`src/rtl/sdc_pkg.sv`:
```
`timescale 1ns/1ps
package sdc_pkg;
    typedef enum logic [1:0] {
        SDC_OFF   = 2'd0,
        SDC_SYNC  = 2'd1,
        SDC_LEARN = 2'd2,
        SDC_RUN   = 2'd3
    } sdc_state_e;
endpackage

```
`src/rtl/sdc_ramp.sv`:
```
`timescale 1ns/1ps
// Constant-slope ramp: +1 per clock, cleared by a pulse, held at zero when idle.
module sdc_ramp #(
    parameter int CNT_W = 16
) (
    input  logic             clk,
    input  logic             rst_n,
    input  logic             run,
    input  logic             clr,
    output logic [CNT_W-1:0] count
);
    localparam logic [CNT_W-1:0] TOP = {CNT_W{1'b1}};

    always_ff @(posedge clk or negedge rst_n) begin
        if (!rst_n) begin
            count <= '0;
        end else if (!run || clr) begin
            count <= '0;
        end else if (count != TOP) begin
            count <= count + 1'b1;
        end
    end
endmodule

```
`src/rtl/sdc_scale.sv`:
```
`timescale 1ns/1ps
// One registered multiply: threshold = fraction * amplitude, upper bits kept.
module sdc_scale #(
    parameter int FRAC_W = 16,
    parameter int CNT_W  = 16
) (
    input  logic              clk,
    input  logic              rst_n,
    input  logic              load,
    input  logic              clr,
    input  logic [FRAC_W-1:0] frac,
    input  logic [CNT_W-1:0]  amp,
    output logic [CNT_W-1:0]  thr
);
    localparam int PROD_W = FRAC_W + CNT_W;

    logic [PROD_W-1:0] prod;

    always_comb begin
        prod = PROD_W'(frac) * PROD_W'(amp);
    end

    always_ff @(posedge clk or negedge rst_n) begin
        if (!rst_n) begin
            thr <= '0;
        end else if (clr) begin
            thr <= '0;
        end else if (load) begin
            thr <= prod[FRAC_W +: CNT_W];
        end
    end
endmodule

```
`src/rtl/sdc_ctrl.sv`:
```
`timescale 1ns/1ps
// Sequencer: alignment, learning half-period, running; owns valid and modulation flags.
module sdc_ctrl
    import sdc_pkg::*;
#(
    parameter int CNT_W = 16
) (
    input  logic             clk,
    input  logic             rst_n,
    input  logic             enable,
    input  logic             zc_pulse,
    input  logic [CNT_W-1:0] ramp,
    input  logic [CNT_W-1:0] thr_main,
    output logic             ramp_run,
    output logic             thr_load,
    output logic             thr_clr,
    output logic             thr_valid,
    output logic             mod_out
);
    sdc_state_e state_q, state_d;

    // State register
    always_ff @(posedge clk or negedge rst_n) begin
        if (!rst_n) begin
            state_q <= SDC_OFF;
        end else begin
            state_q <= state_d;
        end
    end

    // Transitions: T_ENABLE, T_ALIGN, T_CAPTURE, T_DISABLE
    always_comb begin
        state_d = state_q;
        if (!enable) begin
            state_d = SDC_OFF;                          // T_DISABLE
        end else begin
            unique case (state_q)
                SDC_OFF:   state_d = SDC_SYNC;          // T_ENABLE
                SDC_SYNC:  if (zc_pulse) state_d = SDC_LEARN;  // T_ALIGN
                SDC_LEARN: if (zc_pulse) state_d = SDC_RUN;    // T_CAPTURE
                SDC_RUN:   state_d = SDC_RUN;
                default:   state_d = SDC_OFF;
            endcase
        end
    end

    // Combinational controls to the datapath
    always_comb begin
        ramp_run = enable && (state_q != SDC_OFF);
        thr_clr  = !enable || (state_q == SDC_OFF);
        thr_load = enable && zc_pulse &&
                   ((state_q == SDC_LEARN) || (state_q == SDC_RUN));
    end

    // Registered outputs
    always_ff @(posedge clk or negedge rst_n) begin
        if (!rst_n) begin
            thr_valid <= 1'b0;
            mod_out   <= 1'b0;
        end else begin
            thr_valid <= enable && ((state_q == SDC_RUN) ||
                                    ((state_q == SDC_LEARN) && zc_pulse));
            if (!enable || zc_pulse) begin
                mod_out <= 1'b0;
            end else if (thr_valid && (ramp >= thr_main)) begin
                mod_out <= 1'b1;
            end
        end
    end
endmodule

```
`src/rtl/sawtooth_duty_cmp.sv`:
```
`timescale 1ns/1ps
module sawtooth_duty_cmp #(
    parameter int FRAC_W = 16,
    parameter int CNT_W  = 16
) (
    input  logic              clk,
    input  logic              rst_n,
    input  logic              enable,
    input  logic              zc_pulse,
    input  logic [FRAC_W-1:0] duty_main,
    input  logic [FRAC_W-1:0] duty_comp,
    output logic [CNT_W-1:0]  ramp,
    output logic [CNT_W-1:0]  thr_main,
    output logic [CNT_W-1:0]  thr_comp,
    output logic              thr_valid,
    output logic              mod_out
);
    localparam int N_THR = 2;

    logic ramp_run, thr_load, thr_clr;
    logic [FRAC_W-1:0] frac_sel [N_THR];
    logic [CNT_W-1:0]  thr_sel  [N_THR];

    assign frac_sel[0] = duty_main;
    assign frac_sel[1] = duty_comp;
    assign thr_main    = thr_sel[0];
    assign thr_comp    = thr_sel[1];

    sdc_ramp #(.CNT_W(CNT_W)) u_ramp (
        .clk   (clk),
        .rst_n (rst_n),
        .run   (ramp_run),
        .clr   (zc_pulse),
        .count (ramp)
    );

    for (genvar g = 0; g < N_THR; g++) begin : g_scale
        sdc_scale #(.FRAC_W(FRAC_W), .CNT_W(CNT_W)) u_scale (
            .clk   (clk),
            .rst_n (rst_n),
            .load  (thr_load),
            .clr   (thr_clr),
            .frac  (frac_sel[g]),
            .amp   (ramp),
            .thr   (thr_sel[g])
        );
    end

    sdc_ctrl #(.CNT_W(CNT_W)) u_ctrl (
        .clk       (clk),
        .rst_n     (rst_n),
        .enable    (enable),
        .zc_pulse  (zc_pulse),
        .ramp      (ramp),
        .thr_main  (thr_main),
        .ramp_run  (ramp_run),
        .thr_load  (thr_load),
        .thr_clr   (thr_clr),
        .thr_valid (thr_valid),
        .mod_out   (mod_out)
    );
endmodule

```
`config.mk`:
```
export PLATFORM = sky130hd
export DESIGN_NAME = sawtooth_duty_cmp
export DESIGN_NICKNAME = d
export VERILOG_FILES = /design/src/rtl/sdc_pkg.sv /design/src/rtl/sdc_ramp.sv /design/src/rtl/sdc_scale.sv /design/src/rtl/sdc_ctrl.sv /design/src/rtl/sawtooth_duty_cmp.sv
export SDC_FILE = /design/constraint.sdc
export NUM_CORES = 1
export LEC_CHECK = 0
export CORE_ASPECT_RATIO = 0.9
export CORE_MARGIN = 2
export CORE_UTILIZATION = 59
export CTS_BUF_LIST = sky130_fd_sc_hd__clkbuf_4
export DETAILED_ROUTE_END_ITERATION = 8
export PLACE_DENSITY = 0.78
export SLEW_MARGIN = 0
export SYNTH_ARGS = -nofsm -noshare
export SYNTH_HDL_FRONTEND = slang
export SYNTH_HIERARCHICAL = 1
export SYNTH_SLANG_ARGS = --single-unit
```
`constraint.sdc`:
```
create_clock -name clk -period 6.79 [get_ports clk]
set_clock_uncertainty 0.2 [all_clocks]
set_input_delay 1.358 -clock clk [delete_from_list [all_inputs] [get_ports clk]]
set_output_delay 1.358 -clock clk [all_outputs]
set_load 0.01 [all_outputs]
```
* Yosys cells after proc, flatten, opt, wreduce, memory -nomap -nowiden
Cells that the tools add are included.
** Word-level totals
- Memory bits (read-only) :: 0
- Latch bits :: 0
- Memories kept :: 0
- Register bits :: 52
- Memory bits (writable) :: 0
- Bits of input ports :: 36
- Output and inout bits :: 50
** Cells by class
- Multiplexer cells :: 12
- $mul :: 2
- Magnitude comparators :: 1
- Eq/ne operators :: 6
- Div/mod/pow operators :: 0
- Reduce and logical (&&, ||, !) cells :: 19
- Bitwise gates (word level) :: 0
- Add/sub/neg operators :: 1
- Shift-type cells :: 0
** Operators by type and width (count)
- 16-bit two-way mux :: 6
- 16-bit by 16-bit multiplier with 32-bit output :: 2
- 16-bit by 1-bit adder with 16-bit output (second input constant) :: 1
- 16-bit greater-or-equal comparator :: 1
- 16-bit inequality test (second input constant) :: 1
- 2-bit one-hot mux with 4 select lines :: 1
- 2-bit nonzero test :: 4
- 1-bit logical AND :: 6
- 2-bit two-way mux :: 3
- 3-bit inequality test (second input constant) :: 2
- 1-bit logical OR :: 5
- 2-bit equality test (second input constant) :: 2
- 2-bit by 1-bit equality test with 1-bit output (second input constant) :: 1
- 1-bit logical NOT :: 2
- 2-bit logical NOT :: 1
- 1-bit two-way mux :: 2
- 2-bit AND reduction :: 1

* Longest topological paths before layout
Gate-level depths: netlist (run 1).
- Depth in word-level cells :: 5
- Gate-level depth with buffers :: 22
- Depth with buffers taken out :: 21

* By module
The synthesis (run 1) kept the hierarchy.
** By module, submodules not included
- sdc_scale (g_scale[0].u_scale) :: times used 1, cells each 1025, area an instance 8978.6 um2
- sdc_scale (g_scale[1].u_scale) :: times used 1, cells each 1036, area an instance 8961.1 um2
- sdc_ramp :: times used 1, cells each 89, area an instance 913.4 um2
- sdc_ctrl :: times used 1, cells each 74, area an instance 565.5 um2

* Worst setup path before layout (run 1)
OpenSTA, ideal clock, no wires.
- Path kind :: input to register
- Start point :: input duty_main[7]
- End point :: register g_scale[0].u_scale.thr[14]
- Setup time :: 0.114 ns
- Cell stages on the path :: 21
- Slack :: -0.326 ns
- Required time :: 6.476 ns
- Data arrival time :: 6.801 ns
- Cell sequence :: clkbuf_1 -> nand2_1 -> fa_1 -> inv_1 -> fa_1 -> inv_1 -> fa_1 -> inv_1 -> fa_1 -> fa_1 -> inv_1 -> fa_1 -> inv_1 -> ha_1 -> and2_1 -> and3_1 -> a221oi_1 -> o21ai_2 -> a31oi_2 -> o31ai_1 -> a2111oi_2
** Between the ends
- Longest elaborated chain between the ends :: 3
** RTL lines
- start, declared :: line sawtooth_duty_cmp.sv:10 : input logic [FRAC_W-1:0] duty_main,
- 16-bit by 16-bit multiplier with 32-bit output :: line sdc_scale.sv:20 : prod = PROD_W'(frac) * PROD_W'(amp);
- 16-bit two-way mux :: line sdc_scale.sv:28 : end else if (load) begin
- 16-bit two-way mux :: line sdc_scale.sv:26 : end else if (clr) begin
- end signal, assigned :: line sdc_scale.sv:29 : thr <= prod[FRAC_W +: CNT_W];
- end, declared :: line sdc_scale.sv:13 : output logic [CNT_W-1:0] thr
No other way between the ends. The select of a mux whose other input is x is not followed.
A chain may end at the register's enable or synchronous reset.

* Worst setup path in the final report (run 1)
- Start point :: input duty_comp[3]
- End point :: register g_scale[1].u_scale.thr[13]
** Between the ends
- Longest elaborated chain between the ends :: 3
** RTL lines
- start, declared :: line sawtooth_duty_cmp.sv:11 : input logic [FRAC_W-1:0] duty_comp,
- 16-bit by 16-bit multiplier with 32-bit output :: line sdc_scale.sv:20
- 16-bit two-way mux :: line sdc_scale.sv:28
- 16-bit two-way mux :: line sdc_scale.sv:26
- end signal, assigned :: line sdc_scale.sv:29
- end, declared :: line sdc_scale.sv:13
No other way between the ends. The select of a mux whose other input is x is not followed.

==> results.py, run 1 <==
metrics = {
    "synthesis": {
        "ys_ff_latch": 52,
        "ys_warn_count": 6,
        "synth_area_mm2": 0.01942,
        "avgSynthCellArea_um2": 8.731,
        "async_reset_ff_frac": 1.000,
        "synth_edf_count": 0,
        "syn-num-nets": 2865,
        "syn_inst": 2224,
        "ys_seq_area_frac": 0.06701,
        "synthFlopType": "dfrtp_1",
        "synthDistinctLibCells": 80,
    },
    "sta": {
        "rsz0062_at_grt": "yes",
        "relSlewSlack": 0.1531,
        "fmax_ghz": 0.1491,
        "setup_violations": 0,
        "worstMarginPinSlew_ns": 1.266,
        "drv_slew": 0,
        "hold_viol_final": 0,
        "fin_ws_ns": 0.08352,
        "finalCritPeriodShare": 0.9877,
        "fin_tns_setup_ns": 0,
        "post-route-min-period_ns": 6.706,
    },
    "layout": {
        "fin_cells": 2959,
        "nNetsFinal": 3176,
        "utilization": 0.7199,
        "nFillCells": 2420,
        "syn2layout_area_growth_pct": 21.28,
        "drive_gt1_frac": 0.1905,
        "layout_commonest_cell": "inv_1",
        "mostFrequentLayoutCells": "460 x inv_1, 369 x fa_1, 336 x nand2_1, 252 x buf_4, 211 x and2_1",
        "seqCellArea_mm2": 0.001301,
        "multi_input_area_mm2": 0.01657,
    },
    "placed_design": {
        "pre_cts_ws_ns": -0.8610,
        "globalplace.congestion": 0.9425,
        "port_buffers": 85,
        "hpwl_mm": 42.64,
        "dp_cells": 2898,
    },
    "power_and_ir_drop": {
        "power_density_mw_per_mm2": 30.40,
        "leakagePower_nw": 12.26,
        "p_switching_uw": 266.3,
        "p_comb_frac": 0.318,
        "p_sw_frac": 0.3719,
        "pwr-share-seq": 0.440,
        "ir_worst_vdd_mv": 0.06144,
        "p_int_uw": 449.7,
        "p_total_uw": 716.0,
        "p_clk_frac": 0.242,
    },
    "setup_path": {
        "crit_slowest_cell": "fa_1",
        "start_kind": "primary input",
        "crit_required_ns": 6.94,
        "critical_path_arrival_ns": 6.86,
        "path_max_fanout": 5,
        "criticalPathCategory": "in2reg",
        "cp_common_cell": "fa_1",
        "critPathCaptureType": "flip-flop",
        "worstPathCellList": "dlygate4sd2_1 -> buf_6 -> buf_4 -> and2_1 -> fa_1 -> inv_1 -> fa_1 -> fa_1 -> fa_1 -> inv_1 -> fa_1 -> inv_1 -> fa_1 -> inv_1 -> ha_4 -> nand2_2 -> a21o_1 -> a21o_1 -> a221oi_4 -> nand4_1 -> and2_1 -> a221o_1",
        "crit_path_max_incr_delay_ns": 0.55,
    },
    "worst_hold_path": {
        "hold_path_class": "reg2reg",
    },
    "clocking": {
        "clock-root-buffer": "clkbuf_4",
        "clock-sinks": 52,
        "clkSlewWorstSetupHoldPaths_ns": 0.18,
        "cts_made_buffers": 5,
        "tritoncts": "built",
        "insertion_delay_ns": 0.47,
        "cts_buffer_depth": 2,
        "htree_levels": 2,
    },
    "routing": {
        "drtIter0Drc": 1502,
        "drc": 0,
        "dr.pass1.iters": 8,
        "routed_wl_mm": 53.99,
        "vias_per_cell": 5.651,
        "wire_per_inst_um": 18.25,
        "ant_nets": 0,
        "vias": 16720,
    },
    "status": {
        "outcome": "completed",
    },
    "floorplan": {
        "placementRows": 63,
        "io-pin-count": 86,
        "core_area_mm2": 0.03271,
        "die-area_mm2": 0.03438,
        "die_w_um": 195.2,
        "initial_core_util": 0.5936,
        "die_h_um": 176.1,
    },
    "global_route": {
        "grt_max_degree": 53,
        "grt_pass1_vias": 18080,
        "grt_antenna_before_repair": 1,
        "grt_overflow_total": 0,
        "grt_pass1_wl_mm": 89.40,
        "grt_usage": 0.3274,
    },
    "flow_run": {
        "cap_violations": 0,
    },
}
## logic make-up after synthesis
logic type,count (synthesis),synth area share
muxes,6,0.003093
buffers and inverters,566,0.1099
DFF,52,0.06701
AOI/OAI and AO/OA,225,0.07829
and+or+nand+nor,740,0.1891
xor gates and xnor gates,30,0.01353
adders and majority gates,605,0.5390
## registers in the layout, indices dropped and copies added, names as in the netlist
| name | cells |
|---|---|
| g_scale.u_scale/thr | 32 |
| u_ctrl/mod_out | 1 |
| u_ctrl/thr_valid | 1 |
| u_ramp/count | 16 |
| u_ctrl/state_q | 2 |
## worst paths after layout
check	start	to	slack [ns]	cells past startpoint
max reg2reg	u_ramp/count[7]	g_scale[1].u_scale/thr[13]	0.32	19
max in group asynchronous	rst_n	g_scale[0].u_scale/thr[7]	5.04	2
min	g_scale[1].u_scale/thr[4]	g_scale[1].u_scale/thr[4]	0.30	2
min in group asynchronous	rst_n	u_ramp/count[10]	0.82	2
min reg2reg	g_scale[1].u_scale/thr[4]	g_scale[1].u_scale/thr[4]	0.30	2
max	duty_comp[3]	g_scale[1].u_scale/thr[13]	0.08	22
## cell type report
cell class	instances	area share
multi-input cells	1606	0.7034
inverters	483	0.07698
well taps	422	0.02242
diodes	1	0.0001063
clock inverters	2	0.0004781
repair buffers	387	0.1395
clock buffers	6	0.001913
flip-flops and latches	52	0.05525
## cell usage after synthesis (10+ instances only)
cell	number	area (µm²)
xor2_1	14	122.6
nor2_1	53	198.9
o21ai_1	18	90.09
fa_1	386	7727
clkbuf_1	80	300.3
a21o_1	26	195.2
o21ai_0	27	135.1
nor3_1	12	60.06
xnor2_1	16	140.1
and2_1	230	1439
nand3_1	20	100.1
a31oi_1	10	62.56
a21oi_1	58	290.3
nand2_1	357	1340
nand4_1	17	106.4
inv_1	483	1813
dfrtp_1	52	1301
ha_1	219	2740
## power groups by stage
| stage | Sequential [mW] | Clock, mW | Combinational (mW) |
|---|---|---|---|
| global placement | 0.320 | 0 | 0.184 |
| CTS | 0.315 | 0.177 | 0.219 |
| finish | 0.315 | 0.174 | 0.228 |
| detailed placement | 0.320 | 0 | 0.189 |
| floorplan | 0.320 | 0 | 0.0728 |
| global route | 0.315 | 0.185 | 0.245 |
## what timing repair did
| item | in CTS | in global routing |
|---|---|---|
| gates resized for setup | 150 | 109 |
| setup buffers | 44 | 11 |
| endpoints found under the hold margin | 0 | 0 |
| pin swaps | 92 | 103 |
| hold buffers | 0 | 0 |
| endpoints found under the setup margin | 29 | 30 |
| gates cloned | 2 | 0 |
## critical path, delay by kind of cell
family	cells	cell delay [ns]
adders and majority gates	7	3.15
and+or+nand+nor	4	0.59
buffers and inverters	7	0.74
AOI/OAI and AO/OA	4	1.01
## metal layers
metal	vias to the layer above	routed length, µm	GRT usage
met1	8464	22370	0.4457
met4	0	887	0.08142
met2	729	25830	0.5409
li1	7447	-	-
met3	80	4907	0.06743
met5	-	0	0
## metrics by stage
stage	hold WS [ns]	cell area, µm²
2_1_floorplan	0.2909	19550
3_3_place_gp	0.2651	22480
3_5_place_dp	0.2742	22480
4_1_cts	0.3105	23250
5_1_grt	0.3536	23550
6_report	0.3041	23550
Note: power is estimated with default switching activity, not from simulation.
==> run 2, diff against run 1 <==
--- a/config.mk
+++ b/config.mk
@@ -5,10 +5,12 @@
 export SDC_FILE = /design/constraint.sdc
 export NUM_CORES = 1
 export LEC_CHECK = 0
+export ABC_AREA = 1
 export CORE_ASPECT_RATIO = 0.9
 export CORE_MARGIN = 2
 export CORE_UTILIZATION = 59
 export CTS_BUF_LIST = sky130_fd_sc_hd__clkbuf_4
+export CTS_CLUSTER_SIZE = 40
 export DETAILED_ROUTE_END_ITERATION = 8
 export PLACE_DENSITY = 0.78
 export SLEW_MARGIN = 0
==> run 2 against run 1 <==
  * Largest cell class unchanged
  * Worst hold slack improved by 0.011 ns
  * Final cell count up 17%
  * Clock-buffer cell count shrank 1
  * Synthesized cell count up 29%
  * Register-to-register slack improved by 0.36 ns
  * Clock power fell by 6%
  * First-iteration DRC count increased by 4.8%
  * Flip-flop and latch count unchanged
  * Largest power group unchanged
==> results.py, run 2 <==
metrics = {
    "setup_path": {
        "start_kind": "primary input",
        "critPathCaptureType": "flip-flop",
        "critical_path_arrival_ns": 6.78,
        "crit_required_ns": 6.91,
        "path_max_fanout": 10,
        "criticalPathCategory": "in2reg",
    },
    "clocking": {
        "clock-sinks": 52,
        "cts_buffer_depth": 2,
        "cts_setup_buffers": 0,
        "clkSlewWorstSetupHoldPaths_ns": 0.18,
        "cts_made_buffers": 5,
        "insertion_delay_ns": 0.44,
        "clock-root-buffer": "clkbuf_4",
        "htree_levels": 2,
        "tritoncts": "built",
    },
    "synthesis": {
        "avgSynthCellArea_um2": 7.226,
        "synth_top_family_by_area": "adder cells",
        "synth_area_mm2": 0.02073,
        "syn-num-nets": 3510,
        "async_reset_ff_frac": 1.000,
        "syn_inst": 2869,
        "synthXorXnorAreaFrac": 0.002535,
        "synth_simple_gate_area_share": 0.2194,
        "yosys.area.top_type_share": 0.3727,
        "synth_mux_area_frac": 0,
        "synth_compound_area_frac": 0.03971,
        "yosysMostFrequentCell": "nand2_1",
        "synthTopCellsByCount": "838 x nand2_1, 808 x inv_1, 386 x fa_1",
        "synth_top_cell_by_area": "fa_1",
        "synth_edf_count": 0,
        "synthDistinctLibCells": 37,
        "synth_adder_area_share": 0.5049,
        "synthFlopType": "dfrtp_1",
        "ys_ff_latch": 52,
        "yosys-top-cells-area": "fa_1 37%, nand2_1 15%, inv_1 15%, ha_1 13%, dfrtp_1 6.3%",
        "ys_seq_area_frac": 0.06276,
        "ys_warn_count": 6,
    },
    "layout": {
        "fin_area_mm2": 0.02357,
        "layout_commonest_cell": "nand2_1",
        "largest_register_ffs": 32,
        "fin_cells": 3475,
        "nFillCells": 2949,
        "seqCellArea_mm2": 0.001301,
        "mostFrequentLayoutCells": "833 x nand2_1, 806 x inv_1, 384 x fa_1, 206 x ha_1, 150 x buf_4",
        "syn2layout_area_growth_pct": 13.69,
        "drive_gt1_frac": 0.09387,
        "top_regs": "g_scale.u_scale/thr x32, u_ramp/count x16, u_ctrl/state_q x2",
        "nNetsFinal": 3644,
        "top_register": "g_scale.u_scale/thr",
        "multi_input_area_mm2": 0.01625,
    },
    "floorplan": {
        "die-area_mm2": 0.03666,
        "placementRows": 65,
        "io-pin-count": 86,
        "initial_core_util": 0.5956,
        "die_h_um": 181.8,
        "die_w_um": 201.6,
        "core_area_mm2": 0.03481,
    },
    "global_route": {
        "grt_usage": 0.3342,
        "grt_antenna_before_repair": 4,
        "grt_max_degree": 53,
        "grt_pass1_vias": 19200,
        "grt_overflow_total": 0,
        "grt_pass1_wl_mm": 97.44,
    },
    "routing": {
        "routed_wl_mm": 58.41,
        "wire_per_inst_um": 16.81,
        "dr.pass1.iters": 9,
        "ant_nets": 0,
        "vias_per_cell": 5.326,
        "drc": 0,
        "vias": 18510,
        "drtIter0Drc": 1574,
    },
    "power_and_ir_drop": {
        "power_density_mw_per_mm2": 29.70,
        "ir_worst_vdd_mv": 0.08671,
        "leakagePower_nw": 14.05,
    },
    "placed_design": {
        "globalplace.congestion": 0.9821,
        "dp_cells": 3465,
        "hpwl_mm": 48.39,
        "place_area_mm2": 0.02311,
        "port_buffers": 85,
    },
    "sta": {
        "whs_ns": 0.3152,
        "setup_violations": 0,
        "worstMarginPinSlew_ns": 1.379,
        "fmax_ghz": 0.1502,
        "relSlewSlack": 0.07695,
        "finalCritPeriodShare": 0.9805,
        "drv_slew": 0,
        "hold_viol_final": 0,
        "post-route-min-period_ns": 6.657,
        "rsz0062_at_grt": "yes",
    },
    "worst_hold_path": {
        "hold_path_class": "reg2reg",
    },
    "status": {
        "outcome": "completed",
    },
    "flow_run": {
        "cap_violations": 0,
    },
}
[run 2: changes by cell type after synthesis, moves of 44 or more]
cell and change:
nand2_1 +481, inv_1 +325, and2_1 -227, nand3_1 +70, nor2_1 +58, clkbuf_1 +44
[run 2: per-layer routing]
layer  track usage  routed length [µm]  part of all wire
met1        0.4855               25170              0.43
met2        0.5207               25840              0.44
met3       0.06030                5957              0.10
met4       0.08412                1418             0.024
met5             0                  23           0.00039
[run 2: final timing paths]
check | slack (ns) | end | cells past startpoint | startpoint
max | 0.13 | g_scale[0].u_scale/thr[6] | 23 | duty_main[10]
min | 0.32 | g_scale[1].u_scale/thr[11] | 2 | g_scale[1].u_scale/thr[11]
max reg2reg | 0.68 | g_scale[0].u_scale/thr[9] | 21 | u_ramp/count[7]
min reg2reg | 0.32 | g_scale[1].u_scale/thr[11] | 2 | g_scale[1].u_scale/thr[11]
max in group asynchronous | 5.01 | g_scale[0].u_scale/thr[1] | 2 | rst_n
min in group asynchronous | 0.85 | g_scale[1].u_scale/thr[7] | 2 | rst_n
[run 2: final cells by class]
type | count | area share
Antenna cell | 2 | 0.0002123
Clock buffer | 5 | 0.001593
Clock inverter | 3 | 0.0005839
Inverter | 812 | 0.1294
Multi-Input combinational cell | 1879 | 0.6896
Sequential cell | 52 | 0.05521
Tap cell | 469 | 0.02490
Timing Repair Buffer | 253 | 0.09847
[run 2: power by group]
group | switching [mW] | internal (mW) | total [mW]
clock | 0.124 | 0.0383 | 0.163
combinational | 0.140 | 0.0818 | 0.222
sequential | 0.00327 | 0.312 | 0.315
[run 2: critical path, stage by stage]
cell	delay, ns
clkdlybuf4s50_1	0.46
buf_4	0.20
buf_4	0.14
nand2_1	0.06
fa_1	0.47
fa_1	0.53
inv_1	0.06
fa_1	0.59
fa_1	0.44
fa_1	0.52
inv_1	0.06
fa_1	0.48
inv_1	0.04
ha_2	0.38
nand2_1	0.12
nor2_1	0.13
inv_1	0.10
nor2_1	0.17
nand3_1	0.12
nand3_1	0.10
nand2_1	0.05
nand3_1	0.13
nand2_1	0.06
[run 2: cells by family after synthesis]
group	Yosys count
AOI/OAI and AO/OA	152
xor gates and xnor gates	6
adders and majority gates	605
buffers and inverters	938
DFF	52
and+or+nand+nor	1116
[run 2: what timing repair did]
action                     in CTS  in global routing
gates resized for setup         4                106
pin swaps                       0                 14
setup endpoints to repair       9                 32
hold buffers                    0                  0
[run 2: through the flow]
stage	worst slack (ns)	power, mW	setup TNS (ns)	util
2_1_floorplan	0.1066	0.4153	0	-
3_3_place_gp	-0.5118	0.5306	-11.42	0.6640
3_5_place_dp	-0.5015	0.5335	-13.23	0.6640
4_1_cts	0.006525	0.6966	0	0.6654
5_1_grt	-0.08299	0.7281	-0.2450	0.6771
6_report	0.1327	0.7000	0	0.6771
